**src/rtl/i2c_reg_slave_pkg.sv**
```systemverilog
// Shared types for the two-wire register slave.
// Assumes: nothing beyond the standard language.
package i2c_reg_slave_pkg;

    // Protocol engine states
    typedef enum logic [2:0] {
        ST_IDLE,     // waiting for a start
        ST_RX,       // shifting in a byte on clock rises
        ST_ACK_WAIT, // byte taken, waiting for clock low to drive acknowledge
        ST_ACK,      // holding acknowledge through the ninth pulse
        ST_TX,       // shifting a read byte out on clock falls
        ST_MACK,     // sampling the master's acknowledge
        ST_TX_WAIT,  // master acknowledged, waiting for clock low to reload
        ST_HOLD      // silent until start or stop
    } slv_state_e;

    // Meaning of the byte currently being received
    typedef enum logic [1:0] {
        K_ADDR,
        K_PTR,
        K_DATA
    } byte_kind_e;

endpackage

```
**src/rtl/i2c_line_sync.sv**
```systemverilog
// Synchronises the bus clock and data lines to the system clock and flags
// clock edges plus start and stop events.
// Assumes: system clock at least 8x the bus clock; idle bus lines are high.
module i2c_line_sync #(
    parameter int STAGES = 2
) (
    input  logic clk,
    input  logic rst_n,
    input  logic scl_i,
    input  logic sda_i,
    output logic scl_s,
    output logic sda_s,
    output logic scl_rise,
    output logic scl_fall,
    output logic start_det,
    output logic stop_det
);

    logic [STAGES-1:0] scl_pipe;
    logic [STAGES-1:0] sda_pipe;
    logic              scl_d;
    logic              sda_d;

    // Shift both lines through the synchroniser chain and keep one older copy
    always_ff @(posedge clk) begin
        if (!rst_n) begin
            scl_pipe <= '1;
            sda_pipe <= '1;
            scl_d    <= 1'b1;
            sda_d    <= 1'b1;
        end else begin
            scl_pipe <= {scl_pipe[STAGES-2:0], scl_i};
            sda_pipe <= {sda_pipe[STAGES-2:0], sda_i};
            scl_d    <= scl_pipe[STAGES-1];
            sda_d    <= sda_pipe[STAGES-1];
        end
    end

    // Event decode from the synchronised and one-cycle-old samples
    always_comb begin
        scl_s     = scl_pipe[STAGES-1];
        sda_s     = sda_pipe[STAGES-1];
        scl_rise  = scl_s & ~scl_d;
        scl_fall  = ~scl_s & scl_d;
        start_det = scl_s & scl_d & sda_d & ~sda_s;
        stop_det  = scl_s & scl_d & ~sda_d & sda_s;
    end

endmodule

```
**src/rtl/i2c_map_ptr.sv**
```systemverilog
// Register pointer with an embedded increment flag.
// A load takes the register number from the low AW bits and the flag from
// bit 7 of the pointer byte. A step advances the pointer (wrapping) only
// when the flag is set.
// Assumes: load and step never occur in the same cycle.
module i2c_map_ptr #(
    parameter int AW = 7
) (
    input  logic          clk,
    input  logic          rst_n,
    input  logic          load,
    input  logic [7:0]    load_val,
    input  logic          step,
    output logic [AW-1:0] ptr,
    output logic          incr
);

    localparam int FLAG_BIT = 7;

    // Hold, load or advance the pointer
    always_ff @(posedge clk) begin
        if (!rst_n) begin
            ptr  <= '0;
            incr <= 1'b0;
        end else if (load) begin
            ptr  <= load_val[AW-1:0];
            incr <= load_val[FLAG_BIT];
        end else if (step && incr) begin
            ptr  <= ptr + 1'b1;
        end
    end

endmodule

```
**src/rtl/i2c_reg_slave.sv**
```systemverilog
// Two-wire slave giving byte access to an external register file through a
// pointer. It decodes start and stop, matches a 7-bit address whose LSB
// comes from a strap, loads the pointer on writes and streams data.
// Assumes: system clock at least 8x the bus clock; addr_strap is static;
// reg_rd_data is a combinational function of reg_addr.
module i2c_reg_slave
    import i2c_reg_slave_pkg::*;
#(
    parameter int         AW          = 7,
    parameter int         SYNC_STAGES = 2,
    parameter logic [5:0] DEV_ADDR_HI = 6'b100101
) (
    input  logic          clk,
    input  logic          rst_n,
    input  logic          scl_i,
    input  logic          sda_i,
    input  logic          addr_strap,
    output logic          sda_oe,
    output logic [AW-1:0] reg_addr,
    output logic          reg_wr_en,
    output logic [7:0]    reg_wr_data,
    input  logic [7:0]    reg_rd_data
);

    localparam int BW = 8;
    localparam int CW = $clog2(BW);
    localparam logic [CW-1:0] LAST_BIT = CW'(BW - 1);

    logic scl_s, sda_s, scl_rise, scl_fall, start_det, stop_det;

    slv_state_e    state_q;
    byte_kind_e    kind_q;
    logic          rw_q;
    logic [CW-1:0] cnt_q;
    logic [BW-2:0] sr_q;
    logic [BW-1:0] tx_q;
    logic          sda_oe_q;
    logic          wr_en_q;
    logic [BW-1:0] wr_data_q;

    logic [BW-1:0] rx_byte;
    logic          byte_done;
    logic          addr_hit;
    logic          ptr_load;
    logic          ptr_step;
    logic          ptr_incr;
    logic          fsm_idle;

    i2c_line_sync #(.STAGES(SYNC_STAGES)) u_sync (
        .clk       (clk),
        .rst_n     (rst_n),
        .scl_i     (scl_i),
        .sda_i     (sda_i),
        .scl_s     (scl_s),
        .sda_s     (sda_s),
        .scl_rise  (scl_rise),
        .scl_fall  (scl_fall),
        .start_det (start_det),
        .stop_det  (stop_det)
    );

    i2c_map_ptr #(.AW(AW)) u_ptr (
        .clk      (clk),
        .rst_n    (rst_n),
        .load     (ptr_load),
        .load_val (rx_byte),
        .step     (ptr_step),
        .ptr      (reg_addr),
        .incr     (ptr_incr)
    );

    // Byte assembly, address decode and pointer control strobes
    always_comb begin
        rx_byte   = {sr_q, sda_s};
        byte_done = (state_q == ST_RX) && scl_rise && (cnt_q == LAST_BIT);
        addr_hit  = (rx_byte[7:2] == DEV_ADDR_HI) && (rx_byte[1] == addr_strap);
        ptr_load  = byte_done && (kind_q == K_PTR);
        // the write step is delayed one cycle so the strobe sees the old pointer
        ptr_step  = wr_en_q ||
                    ((state_q == ST_TX) && scl_fall && (cnt_q == LAST_BIT));
        fsm_idle  = (state_q == ST_IDLE);
    end

    // Protocol engine: bus events drive the state, shifters and line enable
    always_ff @(posedge clk) begin
        if (!rst_n) begin
            state_q   <= ST_IDLE;
            kind_q    <= K_ADDR;
            rw_q      <= 1'b0;
            cnt_q     <= '0;
            sr_q      <= '0;
            tx_q      <= '0;
            sda_oe_q  <= 1'b0;
            wr_en_q   <= 1'b0;
            wr_data_q <= '0;
        end else begin
            wr_en_q <= 1'b0;
            if (start_det) begin
                state_q  <= ST_RX;
                kind_q   <= K_ADDR;
                cnt_q    <= '0;
                sda_oe_q <= 1'b0;
            end else if (stop_det) begin
                state_q  <= ST_IDLE;
                sda_oe_q <= 1'b0;
            end else begin
                case (state_q)
                    ST_RX: begin
                        if (scl_rise) begin
                            sr_q  <= rx_byte[BW-2:0];
                            cnt_q <= cnt_q + 1'b1;
                            if (cnt_q == LAST_BIT) begin
                                case (kind_q)
                                    K_ADDR: begin
                                        rw_q    <= rx_byte[0];
                                        state_q <= addr_hit ? ST_ACK_WAIT : ST_IDLE;
                                    end
                                    K_PTR: state_q <= ST_ACK_WAIT;
                                    default: begin
                                        wr_en_q   <= 1'b1;
                                        wr_data_q <= rx_byte;
                                        state_q   <= ST_ACK_WAIT;
                                    end
                                endcase
                            end
                        end
                    end
                    ST_ACK_WAIT: begin
                        if (scl_fall) begin
                            sda_oe_q <= 1'b1;
                            state_q  <= ST_ACK;
                        end
                    end
                    ST_ACK: begin
                        if (scl_fall) begin
                            cnt_q <= '0;
                            if (kind_q == K_ADDR && rw_q) begin
                                tx_q     <= reg_rd_data;
                                sda_oe_q <= ~reg_rd_data[BW-1];
                                state_q  <= ST_TX;
                            end else begin
                                sda_oe_q <= 1'b0;
                                kind_q   <= (kind_q == K_ADDR) ? K_PTR : K_DATA;
                                state_q  <= ST_RX;
                            end
                        end
                    end
                    ST_TX: begin
                        if (scl_fall) begin
                            if (cnt_q == LAST_BIT) begin
                                sda_oe_q <= 1'b0;
                                state_q  <= ST_MACK;
                            end else begin
                                tx_q     <= {tx_q[BW-2:0], 1'b0};
                                sda_oe_q <= ~tx_q[BW-2];
                                cnt_q    <= cnt_q + 1'b1;
                            end
                        end
                    end
                    ST_MACK: begin
                        if (scl_rise) begin
                            state_q <= sda_s ? ST_HOLD : ST_TX_WAIT;
                        end
                    end
                    ST_TX_WAIT: begin
                        if (scl_fall) begin
                            cnt_q    <= '0;
                            tx_q     <= reg_rd_data;
                            sda_oe_q <= ~reg_rd_data[BW-1];
                            state_q  <= ST_TX;
                        end
                    end
                    default: ;
                endcase
            end
        end
    end

    // Output wiring
    assign sda_oe      = sda_oe_q;
    assign reg_wr_en   = wr_en_q;
    assign reg_wr_data = wr_data_q;

endmodule

```
**config.mk**
```make
export PLATFORM = sky130hd
export DESIGN_NAME = i2c_reg_slave
export DESIGN_NICKNAME = d
export VERILOG_FILES = /design/src/rtl/i2c_reg_slave_pkg.sv /design/src/rtl/i2c_line_sync.sv /design/src/rtl/i2c_map_ptr.sv /design/src/rtl/i2c_reg_slave.sv
export SDC_FILE = /design/constraint.sdc
export NUM_CORES = 1
export LEC_CHECK = 0
export ABC_AREA = 1
export ABC_CLOCK_PERIOD_IN_PS = 1550
export CAP_MARGIN = 20
export CORE_ASPECT_RATIO = 0.7
export CORE_MARGIN = 1.5
export CORE_UTILIZATION = 40
export CTS_BUF_LIST = sky130_fd_sc_hd__clkbuf_4
export CTS_CLUSTER_SIZE = 28
export DETAILED_ROUTE_END_ITERATION = 12
export HOLD_SLACK_MARGIN = 0.12
export PLACE_DENSITY_LB_ADDON = 0.1
export SLEW_MARGIN = 20
export SYNTH_ARGS = -nofsm -noshare
export SYNTH_HDL_FRONTEND = slang
export SYNTH_HIERARCHICAL = 1
export SYNTH_SLANG_ARGS = --single-unit
```
**constraint.sdc**
```tcl
create_clock -name clk -period 1.55 [get_ports clk]
set_input_delay 0.31 -clock clk [delete_from_list [all_inputs] [get_ports clk]]
set_output_delay 0.31 -clock clk [all_outputs]
set_load 0.01 [all_outputs]
```
==> metrics.txt <==
FILL cells 560; GPL Wtd Cong 0.848; top-count cell post-synth nand2_1; Synthesized Nets 372; Worst EP required 1.82 ns; final core occ 57.5%; crit path launch type register; post-route ant nets 0; slowest cell delay on critical path 0.38 ns; min cycle time layout 1.58 ns; Final Max Tran Viols 0; share of cells above drive strength 1 29.1%; placed cell count 488; Iter 0 DRT Violations 168; Placed Area 0.00301 mm2; syn_area_per_cell 6.75 um2; Crit path arrival time 1.85 ns; CTS Buf Count 5; leak pwr 1.55 nW; Die X 95.5 um; Max-cap violations 0; CTS max path bufs 2; CTS tree yes; Setup WS post-layout -0.0284 ns; DIE AREA 0.00647 mm2; power density over the cells 1030 mW/mm2; register area share after synthesis 39.3%; endpoint class of the critical path register; Skew-Pair Late Insertion Delay 0.38 ns; Clock Skews 0.0126 ns; Die Ht 67.8 um; Yosys cell types 29; Post-DP HPWL 4.54 mm; grt total ovfl 0; Final #Nets 446; top cells by area, synth dfxtp_1, nand2_1, nor2_1, o21ai_0, inv_1; clock slew at reported path FFs 0.16 ns; fmax 0.634 GHz; crit-path cells inv_2 > nand2_2 > nor3_4 > nand2_2 > nor3_2 > buf_6 > inv_8 > nand2_8 > inv_2 > nand2_2 > nand2_2 > inv_2 > a21oi_2; first-pass GRT wire length 10.3 mm; Slew @ Worst Pin 0.421 ns; Slew HR 71.6%; via count 2455; Pre-antenna DRT Iters 4; total clock sinks 47; wire per inst 12.6 um; Design Area, Final 0.00331 mm2; synthesized instance count 355; row count 23; Vias/cell 4.86; Synth Flop Type dfxtp_1; Setup Viol. Count Final 5; period utilisation layout 102%; CP most frequent cell nand2_2; initial antenna violation count 0; largest area contributor in the netlist dfxtp_1; Starting Density 41.6%; vias in the first global route 2201; total track usage 21.2%; clock root buffer clkbuf_4; CP max-delay cell dfxtp_2; largest net degree at the start of global routing 16; diode count 0; failing checks setup timing; synth warn 6; CTS H-tree depth 2; I/O Buffers 29; critical path class reg -> reg; most frequent cells after synthesis nand2_1, nor2_1, dfxtp_1; Finished Layout Cells 505; Synth async-reset ratio 0%; outcome complete, but fails checks; endpoints failing hold 0; I/O pin count 30; WHS 0.422 ns; RSZ-0062 raised after global routing yes; EDFF count, synth 0; share of the synthesized area in the top cell type 39.3%; drt drc 0; Peak VDD IR 532 uV; CP Max Fanout 8; Layout area overhead 38.2%; Core Box Area 0.00576 mm2; DRT Wirelength 6.37 mm; register bit total from synthesis 47; Hold/Removal Path Class reg -> reg; Post-Syn Area 0.00240 mm2
layout make-up:
type	instances	area [um2]	area share, %
repair buffers	71	603	18.2
well taps	75	93.8	2.83
multi-input cells	252	1370	41.5
flip-flops and latches	47	968	29.3
clock inverters	2	16.3	0.491
inverters	52	210	6.35
clock buffers	6	45.0	1.36
routing by layer:
layer | vias to the layer above | GRT usage, % | part of all wire [%]
li1 | 1286 | - | -
met1 | 1087 | 32.3 | 52
met2 | 75 | 29.3 | 40
met3 | 7 | 4.17 | 7.6
met4 | 0 | 6.80 | 1.1
met5 | - | 0 | 0
through the flow:
| step | TNS, ns | setup slack, ns | total power, mW |
|---|---|---|---|
| after floorplan | -0.0304 | -0.0304 | 2.17 |
| after global placement | -1.64 | -0.165 | 2.54 |
| after detailed placement | -1.63 | -0.142 | 2.55 |
| after CTS | -0.0301 | -0.0282 | 3.25 |
| after global routing | -1.88 | -0.142 | 3.67 |
| final | -0.0781 | -0.0284 | 3.42 |
flip-flops by register name (all words and copies together) (netlist names):
signal / flops
u_sync/sda_d: 1
rw_q: 1
u_sync/sda_pipe: 2
tx_q: 7
reg_wr_en: 1
sda_oe: 1
u_sync/scl_d: 1
u_ptr/ptr: 7
kind_q: 2
reg_wr_data: 8
cnt_q: 3
state_q: 3
u_ptr/incr: 1
u_sync/scl_pipe: 2
sr_q: 7
cell families after synthesis:
| kind of cell | after synthesis | synth area share [%] |
|---|---|---|
| buffers and inverters | 57 | 9.82 |
| flip-flops | 47 | 39.3 |
| XOR/XNOR | 1 | 0.366 |
| adder cells (fa/ha/maj) | 4 | 2.09 |
| AO/OA/AOI/OAI | 65 | 14.6 |
| AND/OR/NAND/NOR | 181 | 33.8 |
repair_timing:
item | 4_1_cts | 5_1_grt
resized for setup | 51 | 38
endpoints found under the setup margin | 46 | 37
setup buffers | 6 | 4
gates cloned | 1 | 0
pin swaps | 3 | 20
hold buffers | 0 | 0
critical path, delay by kind of cell (launching register included):
kind	cells	cell delay, ns
simple gates	7	0.66
compound gates	1	0.04
flops	1	0.38
buf+inv	5	0.38
placed cells by master (no fill, tap or decap), types with 6 or more instances in the layout:
| cell type | instances |
|---|---|
| buf_4 | 37 |
| inv_2 | 9 |
| dlygate4sd2_1 | 17 |
| inv_1 | 39 |
| nand2_2 | 16 |
| o21ai_1 | 9 |
| dfxtp_1 | 31 |
| nor2_1 | 53 |
| nor2_2 | 6 |
| dfxtp_2 | 13 |
| nand3_1 | 18 |
| clkbuf_4 | 6 |
| clkdlybuf4s50_1 | 12 |
| o21ai_0 | 28 |
| nand2_1 | 68 |
| a21oi_1 | 15 |
power by group:
group,internal [mW],switching (mW),total (mW)
combinational,0.541,0.796,1.34
sequential,1.33,0.102,1.44
clock,0.202,0.447,0.649
total,2.08,1.35,3.42
worst paths after layout:
path,slack (ns),end,cells past startpoint,start
max,-0.03,u_ptr/ptr[6]$_SDFFE_PN0P_,13,state_q[1]$_SDFFE_PP0P_
min,0.42,u_sync/scl_pipe[1]$_SDFF_PN1_,2,u_sync/scl_pipe[0]$_SDFF_PN1_
max reg2reg,-0.03,u_ptr/ptr[6]$_SDFFE_PN0P_,13,state_q[1]$_SDFFE_PP0P_
min reg2reg,0.42,u_sync/scl_pipe[1]$_SDFF_PN1_,2,u_sync/scl_pipe[0]$_SDFF_PN1_
Power figures use the tool's default switching activity.
